--- config.mk ---
export PLATFORM = sky130hd
export DESIGN_NAME = key_edge_irq_unit
export DESIGN_NICKNAME = d
export VERILOG_FILES = /design/src/rtl/kei_pkg.sv /design/src/rtl/key_edge_detect.sv /design/src/rtl/key_flag_bank.sv /design/src/rtl/key_edge_irq_unit.sv
export SDC_FILE = /design/constraint.sdc
export NUM_CORES = 1
export LEC_CHECK = 0
export BUFFER_PORTS_ARGS = -buffer_cell sky130_fd_sc_hd__buf_4
export CAP_MARGIN = 30
export CORE_AREA = 5 5 162 164
export CTS_CLUSTER_DIAMETER = 30
export DETAILED_ROUTE_END_ITERATION = 6
export DIE_AREA = 0 0 167 169
export PLACE_DENSITY = 0.71
export SYNTH_ARGS = -nofsm -noshare
export SYNTH_HDL_FRONTEND = slang
export SYNTH_SLANG_ARGS = --single-unit
--- constraint.sdc ---
create_clock -name clk -period 3.8 [get_ports clk]
set_input_delay 0.38 -clock clk [delete_from_list [all_inputs] [get_ports clk]]
set_output_delay 0.38 -clock clk [all_outputs]
set_load 0.02 [all_outputs]
--- src/rtl/kei_pkg.sv ---
package kei_pkg;

  typedef enum logic [1:0] {
    EDGE_OFF  = 2'd0,
    EDGE_RISE = 2'd1,
    EDGE_FALL = 2'd2,
    EDGE_BOTH = 2'd3
  } edge_sel_e;

  // Decide whether a sampled transition qualifies under a selector.
  function automatic logic edge_qualifies(input logic [1:0] sel,
                                          input logic prev_v,
                                          input logic cur_v);
    logic rise_v;
    logic fall_v;
    logic res;
    rise_v = ~prev_v & cur_v;
    fall_v = prev_v & ~cur_v;
    case (edge_sel_e'(sel))
      EDGE_RISE: res = rise_v;
      EDGE_FALL: res = fall_v;
      EDGE_BOTH: res = rise_v | fall_v;
      default:   res = 1'b0;
    endcase
    return res;
  endfunction

  // Write-one-to-clear update with set priority.
  function automatic logic [31:0] flag_next(input logic [31:0] cur,
                                            input logic [31:0] set_v,
                                            input logic        clr_en,
                                            input logic [31:0] clr_v);
    logic [31:0] kept;
    kept = clr_en ? (cur & ~clr_v) : cur;
    return kept | set_v;
  endfunction

endpackage

--- src/rtl/key_edge_detect.sv ---
module key_edge_detect #(
  parameter int NUM_KEYS = 64
) (
  input  logic                  clk,
  input  logic                  rst_n,
  input  logic                  enable,
  input  logic [NUM_KEYS-1:0]   key_status,
  input  logic [2*NUM_KEYS-1:0] edge_mode,
  output logic [NUM_KEYS-1:0]   edge_hit,
  output logic                  armed
);
  import kei_pkg::*;

  logic [NUM_KEYS-1:0] prev_status;
  logic                en_q;

  // Previous status follows the live status every cycle, so it is
  // already current when detection is switched back on.
  always_ff @(posedge clk or negedge rst_n) begin
    if (!rst_n) begin
      prev_status <= '0;
      en_q        <= 1'b0;
    end else begin
      prev_status <= key_status;
      en_q        <= enable;
    end
  end

  assign armed = enable & en_q;

  for (genvar k = 0; k < NUM_KEYS; k++) begin : g_key
    assign edge_hit[k] = armed &
      edge_qualifies(edge_mode[2*k +: 2], prev_status[k], key_status[k]);
  end

  AST_QUIET_WHEN_OFF: assert property (@(posedge clk) disable iff (!rst_n)
    !enable |-> (edge_hit == '0));
  AST_NO_EDGE_AT_ENABLE: assert property (@(posedge clk) disable iff (!rst_n)
    (enable && !en_q) |-> (edge_hit == '0));

endmodule

--- src/rtl/key_flag_bank.sv ---
module key_flag_bank #(
  parameter int WORD_W = 32
) (
  input  logic              clk,
  input  logic              rst_n,
  input  logic [WORD_W-1:0] set_bits,
  input  logic              clr_en,
  input  logic [WORD_W-1:0] clr_bits,
  output logic [WORD_W-1:0] flags
);
  import kei_pkg::*;

  logic [31:0] set_ext;
  logic [31:0] clr_ext;
  logic [31:0] cur_ext;
  logic [31:0] nxt_ext;

  always_comb begin
    set_ext = '0;
    clr_ext = '0;
    cur_ext = '0;
    set_ext[WORD_W-1:0] = set_bits;
    clr_ext[WORD_W-1:0] = clr_bits;
    cur_ext[WORD_W-1:0] = flags;
    nxt_ext = flag_next(cur_ext, set_ext, clr_en, clr_ext);
  end

  always_ff @(posedge clk or negedge rst_n) begin
    if (!rst_n) flags <= '0;
    else        flags <= nxt_ext[WORD_W-1:0];
  end

  AST_SET_WINS: assert property (@(posedge clk) disable iff (!rst_n)
    (set_bits != '0) |=> ((flags & $past(set_bits)) == $past(set_bits)));
  AST_CLEAR_ONES: assert property (@(posedge clk) disable iff (!rst_n)
    clr_en |=> ((flags & $past(clr_bits & ~set_bits)) == '0));
  AST_STICKY: assert property (@(posedge clk) disable iff (!rst_n)
    !clr_en |=> (($past(flags) & ~flags) == '0));

endmodule

--- src/rtl/key_edge_irq_unit.sv ---
module key_edge_irq_unit #(
  parameter int NUM_KEYS = 64,
  parameter int WORD_W   = 32,
  localparam int NUM_WORDS = NUM_KEYS / WORD_W
) (
  input  logic                  clk,
  input  logic                  rst_n,
  input  logic                  enable,
  input  logic [NUM_KEYS-1:0]   key_status,
  input  logic [2*NUM_KEYS-1:0] edge_mode,
  input  logic [NUM_KEYS-1:0]   irq_mask,
  input  logic [NUM_WORDS-1:0]  clr_strobe,
  input  logic [WORD_W-1:0]     clr_data,
  output logic [NUM_KEYS-1:0]   raw_flags,
  output logic [NUM_KEYS-1:0]   masked_flags,
  output logic                  irq
);

  logic [NUM_KEYS-1:0] edge_hit;
  logic                det_armed;

  key_edge_detect #(.NUM_KEYS(NUM_KEYS)) u_detect (
    .clk       (clk),
    .rst_n     (rst_n),
    .enable    (enable),
    .key_status(key_status),
    .edge_mode (edge_mode),
    .edge_hit  (edge_hit),
    .armed     (det_armed)
  );

  for (genvar w = 0; w < NUM_WORDS; w++) begin : g_word
    key_flag_bank #(.WORD_W(WORD_W)) u_bank (
      .clk     (clk),
      .rst_n   (rst_n),
      .set_bits(edge_hit[w*WORD_W +: WORD_W]),
      .clr_en  (clr_strobe[w]),
      .clr_bits(clr_data),
      .flags   (raw_flags[w*WORD_W +: WORD_W])
    );
  end

  assign masked_flags = raw_flags & irq_mask;
  assign irq          = |masked_flags;

  AST_IRQ_NEEDS_ENABLED_FLAG: assert property (@(posedge clk) disable iff (!rst_n)
    ((raw_flags & irq_mask) == '0) |-> !irq);
  AST_FLAG_NEEDS_ARMED: assert property (@(posedge clk) disable iff (!rst_n)
    (!det_armed && clr_strobe == '0) |=> $stable(raw_flags));

endmodule

### Yosys cells after proc, flatten, opt, wreduce, memory -nomap -nowiden

Cells that the tools add are included.

* register bits: 129
* bits of input ports: 293
* output and inout port bits: 129
* word-level logic and storage cells: 654

* equality and inequality tests: 192
* multiplexer cells: 66
* bitwise logic cells: 391
* reductions and logical operators: 1

Operator list (count)
* 2-bit == test (second input constant): 128
* 1-bit AND: 193
* 1-bit case mux with 3 select lines: 64
* 2-bit by 1-bit == test with 1-bit output (second input constant): 64
* 1-bit inverter: 128
* 32-bit AND: 2
* 64-bit AND: 1
* 32-bit 2-to-1 mux: 2
* 1-bit OR: 64
* 32-bit OR: 2
* 64-bit OR reduction: 1
* 32-bit inverter: 1

### Longest topological paths before layout

Gate-level depths: netlist of the first run.

* word-level depth: 6
* gate-level depth with buffers: 6
* mapped depth without buffers: 6

### Cells and area by module

Synthesis of the first run repeated with hierarchy kept, for this count alone.

* cell total of the unflattened synthesis: 875
* area total of the unflattened synthesis: 8770.9 um2

Modules (own cells, without submodules)
* key_edge_detect: instances 1, cells each 586, area each 5781.8 um2, seq. area each 1626.6 um2
* key_flag_bank: instances 2, cells each 99, area each 1194.9 um2, seq. area each 800.8 um2
* key_edge_irq_unit: instances 1, cells each 91, area each 599.3 um2, seq. area each 0.0 um2

### Least setup slack after synthesis of the first run

No wires, ideal clock.

* path type: register to output
* start point: register g_word[0].u_bank.flags[25]
* end point: output irq
* data arrival time: 1.722 ns
* required time: 3.420 ns
* setup slack: 1.698 ns
* stages on the path, launching flop included: 5
* path buffers: 0
* cells stage by stage: dfrtp_1 > and2_1 > or4_1 > nor4_1 > nand4_1

* longest elaborated chain between the ends: 2

Ends and longest elaborated chain
* from (decl): RTL line key_flag_bank.sv:9 `output logic [WORD_W-1:0] flags`
* from (signal assigned): RTL line key_flag_bank.sv:30 `else flags <= nxt_ext[WORD_W-1:0];`
* 64-bit AND: RTL line key_edge_irq_unit.sv:43 `assign masked_flags = raw_flags & irq_mask;`
* net masked_flags[25]: RTL line key_edge_irq_unit.sv:15 `output logic [NUM_KEYS-1:0] masked_flags,`
* 64-bit OR reduction: RTL line key_edge_irq_unit.sv:44 `assign irq = |masked_flags;`
* to (decl): RTL line key_edge_irq_unit.sv:16 `output logic irq`

The timed path passes the listed nets, and every way through them passes these cells.

### Worst setup path after layout of the first run

* start point: register g_word[1].u_bank.flags[13]
* end point: output irq

* longest elaborated chain between the ends: 2

Ends and longest elaborated chain (RTL line)
* from (decl): key_flag_bank.sv:9
* from (signal assigned): key_flag_bank.sv:30
* 64-bit AND: key_edge_irq_unit.sv:43
* 64-bit OR reduction: key_edge_irq_unit.sv:44

No other way between the ends.

==> impl_metrics.csv, run 1 <==
group,metric,value,unit
synth,netlist-cell-type-count,16,
clocking,hold_buffers,0,
placement,placed_area,0.0120,mm²
setup_path,required,3.42,ns
layout,syn_to_final_growth,50.1,%
drt,drc_errors,0,
power,p_per_area,371,mW/mm²
power,vdd_ir_drop_max,0.237,mV
clocking,numClockSinks,129,
synth,synth_top_area_share,38.2,%
layout,num-nets-final,1853,
worst_hold_path,hp-class,"in2async",
clocking,clkSlewWorstSetupHoldPaths,0.07,ns
layout,fillCellCount,2355,
synth,ys_ff_latch,129,
grt,grt_max_degree,83,
floorplan,io_pins,422,
grt,grt_pass1_wl,46.1,mm
synth,syn-num-nets,1422,
synth,yosys-top-cells-area,"dfrtp_1 (38%), ha_1 (19%), nand2_1 (8.6%)",
synth,synth_edf_count,0,
placement,portBuffers,421,
timing,fmax,323,MHz
timing,hold_violations,0,
clocking,cts_setup_buffers,0,
synth,yosysMostFrequentCell,"nand2_1",
clocking,h-tree-depth,4,
layout,n_antenna_cell,0,
grt,grt_pass1_vias,8488,
power,power.share.switching,29.4,%
timing,hold_slack,0.0195,ns
setup_path,cp_max_fo,3,
clocking,clockBufferDepth,2,
timing,worst_slew_pin_slew,0.919,ns
drt,drt_pass1_iterations,5,
drt,drt_iter0_markers,306,
timing,min_period_over_period,81.4,%
layout,layoutNonFillerInstCount,1775,
synth,yosys-top-cells-count,"nand2_1 (193), inv_1 (192), dfrtp_1 (129)",
synth,avgSynthCellArea,8.45,µm²
timing,maxSlewViolCount,0,
power,combPwrFrac,25.6,%
synth,synth_area,0.00846,mm²
synth,synth-main-ff-cell,"dfrtp_1",
synth,synth_warnings,0,
timing,rsz0062_at_grt,"no",
drt,via_count,8158,
clocking,cts_tree,"done",
setup_path,end_kind,"output pin",
power,p_leak,7.14,nW
synth,async_reset_ff_share,100,%
power,clkPwrFrac,40.5,%
grt,grt_overflow,0,
placement,gp_congestion,0.949,
timing,slew_headroom,38.2,%
setup_path,start_kind,"flip-flop",
setup_path,worstPathArrival,2.71,ns
drt,postRouteWirelength,29.9,mm
timing,finalSetupViolations,0,
timing,fin_skew,0.0103,ns
floorplan,fp.dieH,169,µm
clocking,cts_buffers,17,
timing,min_period,3.09,ns
floorplan,placementRows,58,
synth,yosysTopAreaCell,"dfrtp_1",
drt,routedWlPerCell,16.8,µm
timing,tns,0,ns
layout,fin_area,0.0127,mm²
clocking,cts_resized,0,
clocking,cts_root_buf,"clkbuf_16",
grt,grt_usage,20.9,%
run,drv_cap,0,
synth,syn_inst,1001,
power,pwr-share-seq,34.0,%
floorplan,die-area,0.0282,mm²
grt,antenna_found_initial,0,
setup_path,timing.rr.start,"u_detect.en_q",
clocking,clk_latency,0.42,ns
placement,dpl.hpwl,24.7,mm
floorplan,start_util,34.2,%
layout,drive_gt1_share,32.5,%
synth,seq_area_frac_synth,38.2,%
drt,ant_nets,0,
power,internal-power,3.32,mW
setup_path,crit_path_start,"g_word[1].u_bank.flags[13]",
floorplan,fp.dieW,167,µm
floorplan,core,0.0247,mm²
placement,numPlacedInstances,1743,
run_status,status,"finished, final reports clean",
setup_path,critPathKind,"reg2out",
power,p_switching,1.38,mW
drt,vias_per_cell,4.60,
-- path summary, 6_finish.rpt --
| kind | slack (ns) | to | cells past startpoint |
|---|---|---|---|
| worst max register to register | 2.09 | g_word[1].u_bank.flags[19] | 3 |
| worst max-delay path | 0.71 | irq | 5 |
| worst min register to register | 0.50 | g_word[1].u_bank.flags[20] | 2 |
| min in group clk | 0.09 | u_detect.prev_status[35] | 1 |
| max in group asynchronous | 2.88 | u_detect.prev_status[47] | 2 |
| worst min-delay path | 0.02 | u_detect.prev_status[58] | 1 |
-- routing by layer --
layer / vias to the layer above / global-route usage [%] / wire length, µm
li1: 4019 / - / -
met4: 0 / 7.47 / 877
met5: - / 0 / 0
met1: 3798 / 24.4 / 12100
met2: 295 / 36.1 / 14700
met3: 46 / 6.52 / 2170
-- cell usage in the layout (no fill, tap or decap), types with 2 or more instances in the layout --
cell,netlist,routed
nor2_1,65,65
clkbuf_1,12,2
and2_1,50,50
and2_2,10,10
or4_1,12,12
inv_1,192,192
dfrtp_1,129,129
mux2i_1,64,64
buf_4,0,423
nand4_1,3,3
and2_4,4,4
nor4_1,3,3
clkinvlp_4,0,2
clkbuf_16,0,17
o21ai_1,64,64
nand2_1,193,192
ha_1,128,128
a21oi_1,64,64
a22oi_1,8,8
bufinv_16,0,6
clkinv_4,0,3
-- stage by stage --
| step | setup WS, ns | util [%] | total power, mW |
|---|---|---|---|
| after floorplan | 1.70 | - | 2.13 |
| after global placement | 0.900 | 48.5 | 2.81 |
| after detailed placement | 0.882 | 48.5 | 2.84 |
| after CTS | 0.539 | 51.3 | 4.78 |
| after global routing | 0.534 | 51.3 | 4.97 |
| final | 0.708 | 51.3 | 4.71 |
-- logic make-up after synthesis --
logic type / Yosys count / synth area share, %
and+or+nand+nor: 340 / 18.0
buffers and inverters: 204 / 9.06
AOI/OAI and AO/OA: 136 / 8.29
DFF: 129 / 38.2
adders and majority gates: 128 / 18.9
muxes: 64 / 7.58
-- flip-flops by register name, indices dropped and copies added (netlist names) --
name	flops
g_word.u_bank.flags	64
u_detect.en_q	1
u_detect.prev_status	64
-- power by group through the flow --
stage          logic (mW)  clock network [mW]  registers (mW)
3_5_place_dp         1.22                   0            1.62
5_1_grt              1.33                2.02            1.62
6_report             1.20                1.90            1.60
4_1_cts              1.23                1.96            1.60
2_1_floorplan       0.429                   0            1.70
3_3_place_gp         1.20                   0            1.61
-- worst max-delay path: stages, from the launching register on --
cell and delay, ns:
dfrtp_1 0.41, and2_1 0.18, or4_1 0.53, nor4_1 0.82
nand4_1 0.16, buf_4 0.21
-- layout make-up --
type / count / area, µm² / share of cell area, %
multi-input combinational: 668 / 4460 / 35.2
sequential: 129 / 3230 / 25.4
timing repair buffer: 424 / 3190 / 25.1
inverter: 192 / 721 / 5.68
clock buffer: 20 / 447 / 3.52
tap: 330 / 413 / 3.25
clock inverter: 12 / 230 / 1.81
Power figures use the tool's default switching activity.
==> inputs of run 2 (changes only) <==
Settings changed: ABC_AREA set to 1, CORE_AREA 5 5 162 164 to 5 5 160 162, DIE_AREA 0 0 167 169 to 0 0 165 167, PLACE_DENSITY 0.71 to 0.72.
Clock period 3.8 ns to 2.9 ns, I/O delays scaled along.
==> run 2 against run 1 <==
- sequential share of layout area down 0.70 points
- first-iteration DRC count up 4.2%
- die area fell by 2.4%
- via count increased by 1.4%
- area after synthesis fell by 2.6%
- count of clock-buffer cells in the layout unchanged
- clock skew shrank 0.0015 ns
- setup slack gained 0.077 ns
- clock power grew 27%
- largest power group unchanged
==> impl_metrics.csv, run 2 <==
group,metric,value,unit
clocking,clkSlewWorstSetupHoldPaths,0.06,ns
clocking,numClockSinks,129,
synth,syn-num-nets,1357,
clocking,clockBufferDepth,2,
drt,via_count,8270,
drt,drc_errors,0,
placement,gp_congestion,0.855,
run_status,status,"finished, final reports clean",
clocking,cts_root_buf,"clkbuf_16",
floorplan,fp.dieH,167,µm
grt,grt_usage,20.7,%
synth,synth-main-ff-cell,"dfrtp_1",
layout,num-nets-final,1856,
power,pwr-share-seq,34.1,%
placement,dpl.hpwl,23.3,mm
grt,grt_max_degree,64,
grt,grt_pass1_wl,45.0,mm
layout,syn_to_final_growth,58.5,%
drt,vias_per_cell,4.66,
synth,ys_ff_latch,129,
synth,synth_edf_count,0,
timing,min_period_over_period,72.9,%
setup_path,crit_top_cell,"nand2_1",
placement,dp_slack,1.16,ns
layout,fin_util,54.5,%
placement,portBuffers,421,
power,vdd_ir_drop_max,0.269,mV
timing,rsz0062_at_grt,"no",
timing,hold_violations,0,
timing,min_period,2.11,ns
synth,synth-compound-area-share,18.9,%
power,combPwrFrac,26.6,%
power,p_leak,7.70,nW
floorplan,core,0.0240,mm²
worst_hold_path,hp-class,"in2reg",
synth,synthSimpleGateAreaFrac,10.1,%
synth,synth_top_area_share,39.2,%
setup_path,required,2.61,ns
floorplan,die-area,0.0276,mm²
setup_path,max_stage_delay,0.42,ns
drt,routedWlPerCell,16.4,µm
layout,top_regs,"g_word.u_bank.flags (64), u_detect.prev_status (64), u_detect.en_q (1)",
setup_path,start_kind,"flip-flop",
grt,grt_overflow,0,
layout,mostFrequentLayoutCells,"buf_4 (426), inv_1 (238), dfrtp_1 (129)",
drt,ant_nets,0,
timing,slew_headroom,67.2,%
clocking,clk_latency,0.41,ns
floorplan,fp.dieW,165,µm
synth,syn_inst,936,
setup_path,rr_worst_depth,5,
grt,grt_pass1_vias,8901,
synth,yosysTopAreaCell,"dfrtp_1",
setup_path,r2r_slack,1.22,ns
setup_path,cp_max_fo,3,
timing,worst_slew_pin_slew,0.492,ns
clocking,h-tree-depth,4,
synth,synth_top_family_by_area,"adder cells",
timing,finalSetupViolations,0,
synth,yosys.area_share.adder,19.4,%
setup_path,worstPathCellList,"nand2_1, nand4_1, nor2_1, nand2_1, nor2_1, nand2_1, buf_4",
placement,placed_area,0.0118,mm²
layout,drive_gt1_share,33.8,%
power,p_per_area,471,mW/mm²
synth,avgSynthCellArea,8.80,µm²
layout,fin_area,0.0131,mm²
power,p_switching,1.85,mW
synth,post_synth_mux_area_share,0,%
timing,maxSlewViolCount,0,
setup_path,end_kind,"output pin",
synth,yosys-top-cells-area,"dfrtp_1 (39%), ha_1 (19%), inv_1 (11%)",
grt,antenna_found_initial,1,
floorplan,placementRows,57,
clocking,cts_tree,"done",
drt,drt_iter0_markers,319,
power,power.share.switching,30.1,%
synth,yosysMostFrequentCell,"inv_1",
synth,synth_xor_area_share,0,%
timing,fin_skew,0.00874,ns
setup_path,worstPathArrival,1.82,ns
timing,fmax,473,MHz
layout,final_common_cell,"buf_4",
power,internal-power,4.30,mW
setup_path,critPathSlowestCell,"dfrtp_1",
synth,netlist-cell-type-count,18,
synth,yosys-top-cells-count,"inv_1 (238), dfrtp_1 (129), ha_1 (128)",
floorplan,start_util,34.4,%
floorplan,io_pins,422,
timing,setup_slack,0.785,ns
synth,async_reset_ff_share,100,%
power,total_power,6.15,mW
clocking,cts_setup_buffers,0,
power,clkPwrFrac,39.2,%
synth,synth_area,0.00824,mm²
timing,tns,0,ns
clocking,cts_buffers,17,
drt,postRouteWirelength,29.0,mm
worst_hold_path,min_path_cells,1,
setup_path,critPathKind,"reg2out",
synth,seq_area_frac_synth,39.2,%
drt,drt_pass1_iterations,4,
run,drv_cap,0,
synth,synth_warnings,0,
run 2: final timing paths:
kind,end,from
worst max register to register,g_word[1].u_bank.flags[24],u_detect.en_q
worst min register to register,g_word[1].u_bank.flags[28],g_word[1].u_bank.flags[28]
min in group asynchronous,g_word[0].u_bank.flags[12],rst_n
max in group asynchronous,u_detect.prev_status[62],rst_n
worst max-delay path,irq,g_word[1].u_bank.flags[14]
worst min-delay path,u_detect.prev_status[31],key_status[31]
run 2: repair_timing:
item / 4_1_cts / 5_1_grt
hold endpoints to repair: 110 / 0
endpoints found under the setup margin: 0 / 0
hold buffers: 64 / 0
resized for setup: 0 / 0
run 2: cells by family (layout without fill, tap and decap cells):
kind of cell               Yosys count  after routing
AOI/OAI and AO/OA                  256            256
buffers and inverters              251            763
and+or+nand+nor                    172            172
DFF                                129            129
adders and majority gates          128            128
other                                0              1
run 2: routing by layer:
metal / up-vias / part of all wire [%] / track usage, %
met5: - / 0 / 0
met4: 0 / 2.5 / 7.16
met3: 54 / 8.2 / 5.61
met2: 326 / 51 / 36.8
met1: 3824 / 39 / 23.8
li1: 4066 / - / -
run 2: power by group through the flow:
stage	logic, mW	registers, mW	clock network [mW]
floorplan	0.549	2.24	0
global placement	1.55	2.12	0
detailed placement	1.58	2.13	0
CTS	1.66	2.10	2.47
global route	1.80	2.12	2.56
finish	1.64	2.10	2.41
run 2: critical path: cells and delay by family, from the launching register on:
kind | cells | cell delay (ns)
buffers and inverters | 1 | 0.16
flip-flops | 1 | 0.42
AND/OR/NAND/NOR | 6 | 0.82
run 2: per-stage QoR:
stage,hold slack [ns],std cells
5_1_grt,0.00226,1773
6_report,0.0263,1773
3_3_place_gp,0.260,1676
2_1_floorplan,-0.00559,936
3_5_place_dp,0.260,1676
4_1_cts,0.00129,1772
run 2: layout make-up:
| class | instances | area, µm² |
|---|---|---|
| timing repair buffer | 492 | 3870 |
| antenna | 1 | 2.50 |
| inverter | 239 | 902 |
| fill | 2133 | 10900 |
| sequential | 129 | 3230 |
| multi-input combinational | 556 | 3990 |
| tap | 324 | 405 |
| clock inverter | 12 | 206 |
| clock buffer | 20 | 447 |
==> inputs of run 3 (changes only) <==
Settings changed: ABC_AREA 1 to 0, CORE_AREA 5 5 160 162 to 5 5 162 164, DIE_AREA 0 0 165 167 to 0 0 167 169, PLACE_DENSITY 0.72 to 0.74.
Clock period 2.9 ns to 1.78 ns, I/O delays scaled along.
==> run 3 against run 2 <==
- the flow now finishes with violations (negative setup slack)
- flip-flop and latch count did not move
- count of clock-buffer cells in the layout did not move
- hold slack improved by 0.0040 ns
- power rose by 70%
- critical path depth fell by 1
- cell area rose by 7.8%
- sequential power rose by 60%
- die area rose by 2.4%
- sequential share of layout area fell by 1.7 points
- clock power rose by 62%
- wire length rose by 11%
- non-clock buffer count rose by 78
- largest cell class unchanged
==> impl_metrics.csv, run 3 (synthesis results as in run 1) <==
group,metric,value,unit
run_status,status,"complete, but fails checks",
run_status,violations,"negative setup slack",
drt,drc_errors,0,
worst_hold_path,worstHoldStart,"edge_mode[19]",
setup_path,max_stage_delay,0.54,ns
drt,wl_met2,16.3,mm
timing,min_period_over_period,134,%
floorplan,fp.dieH,169,µm
timing,slew_headroom,65.1,%
layout,final_common_cell,"buf_4",
layout,multi_input_area,0.00456,mm²
grt,grt_pass1_vias,9545,
floorplan,fp.dieW,167,µm
drt,via_count,8800,
clocking,numClockSinks,129,
clocking,cts_tree,"done",
timing,fin_skew,0.0123,ns
clocking,cts_buffers,17,
drt,ant_nets,0,
grt,grt_overflow,0,
layout,n_antenna_cell,0,
layout,syn_to_final_growth,66.3,%
layout,fillCellCount,2154,
floorplan,io_pins,422,
setup_path,critPathKind,"reg2out",
grt,antenna_found_initial,0,
timing,finalSetupViolations,1,
setup_path,required,1.60,ns
drt,top_layer_used,"met4",
setup_path,crit_family,"simple AND/OR/NAND/NOR gates",
clocking,clkSlewWorstSetupHoldPaths,0.07,ns
setup_path,start_kind,"flip-flop",
power,total_power,10.4,mW
drt,dr_wl_met3,2.20,mm
placement,portBuffers,421,
power,vdd_ir_drop_max,0.506,mV
clocking,clockBufferDepth,2,
floorplan,placementRows,58,
setup_path,worstPathArrival,2.21,ns
grt,grt_pass1_wl,49.7,mm
floorplan,core,0.0247,mm²
clocking,h-tree-depth,4,
drt,vias_per_cell,4.58,
timing,worst_slew_pin_slew,0.524,ns
worst_hold_path,hp-class,"in2reg",
worst_hold_path,hold_end,"g_word[0].u_bank.flags[9]",
timing,setup_slack,-0.607,ns
setup_path,r2r_slack,0.55,ns
placement,numPlacedInstances,1822,
setup_path,rr_endpoint,"g_word[0].u_bank.flags[4]",
layout,mostFrequentLayoutCells,"buf_4 (499), inv_1 (192), nand2_1 (192)",
layout,top_regs,"g_word.u_bank.flags (64), u_detect.prev_status (64), u_detect.en_q (1)",
timing,tns,-0.607,ns
grt,grt_usage,22.2,%
placement,dp_slack,-0.374,ns
layout,seq_area,0.00324,mm²
clocking,cts_root_buf,"clkbuf_16",
timing,hold_violations,0,
run,drv_cap,0,
power,p_leak,7.86,nW
timing,maxSlewViolCount,0,
timing,min_period,2.39,ns
drt,routedWlPerCell,16.7,µm
drt,postRouteWirelength,32.1,mm
setup_path,worstPathCellList,"and2_4, or4_4, nor4_4, buf_4, nand4_1, buf_6",
layout,drive_gt1_share,36.5,%
layout,num-nets-final,1999,
placement,dpl.hpwl,25.5,mm
drt,wl_met1,12.6,mm
drt,drt_iter0_markers,250,
layout,layoutNonFillerInstCount,1921,
worst_hold_path,min_path_cells,3,
floorplan,die-area,0.0282,mm²
power,p_per_area,741,mW/mm²
setup_path,rr_worst_depth,4,
drt,drt_pass1_iterations,5,
grt,grt_max_degree,65,
setup_path,cp_max_fo,2,
timing,fmax,419,MHz
placement,gp_congestion,0.936,
setup_path,timing.rr.start,"u_detect.prev_status[4]",
setup_path,end_kind,"output pin",
timing,rsz0062_at_grt,"yes",
clocking,clk_latency,0.42,ns
setup_path,path_buf_inv,2,
timing,hold_slack,0.0304,ns
setup_path,critPathSlowestCell,"or4_4",
floorplan,start_util,34.2,%
-- run 3: per-layer routing --
layer	up-vias	global-route usage [%]
met5	-	0
met1	4076	25.2
li1	4313	-
met4	0	8.96
met2	344	39.2
met3	67	6.52
-- run 3: area by class of cell --
class	instances	share of cell area [%]
clock buffers	20	3.10
clock inverters	12	1.48
inverters	192	5.12
multi-input cells	668	32.4
flip-flops and latches	129	23.0
well taps	330	2.94
repair buffers	570	31.9
-- run 3: worst max path at each step --
stage	from	end	slack, ns	depth (start not counted)
after CTS	g_word[0].u_bank.flags[27]	irq	-0.66	6
final	g_word[0].u_bank.flags[23]	irq	-0.61	6
after global routing	g_word[1].u_bank.flags[6]	irq	-0.71	6
after detailed placement	g_word[1].u_bank.flags[30]	irq	-0.37	6
after floorplan	g_word[1].u_bank.flags[30]	irq	-0.05	4
after global placement	g_word[1].u_bank.flags[30]	irq	-0.31	6
-- run 3: per-stage QoR --
stage,utilization (%),instance area [µm²]
final,56.8,14100
after global routing,56.8,14100
after CTS,56.7,14000
after detailed placement,51.3,12700
after global placement,51.3,12700
after floorplan,-,8510
-- run 3: worst min-delay path, cell delays in order --
cell     delay (ns)
buf_4          0.08
a21oi_1        0.05
o21ai_1        0.10
-- run 3: what timing repair did --
action | in CTS | in global routing
hold buffers | 66 | 0
setup endpoints to repair | 1 | 1
hold endpoints to repair | 98 | 0
gates resized for setup | 7 | 3
buffers inserted | 0 | 1
pin swaps | 4 | 5
-- run 3: power breakdown --
group	leakage [nW]	internal, mW	switching [mW]	total [mW]
Combinational	5.97	1.62	1.54	3.16
Clock	0.301	2.50	1.40	3.90
Sequential	1.59	3.19	0.173	3.37
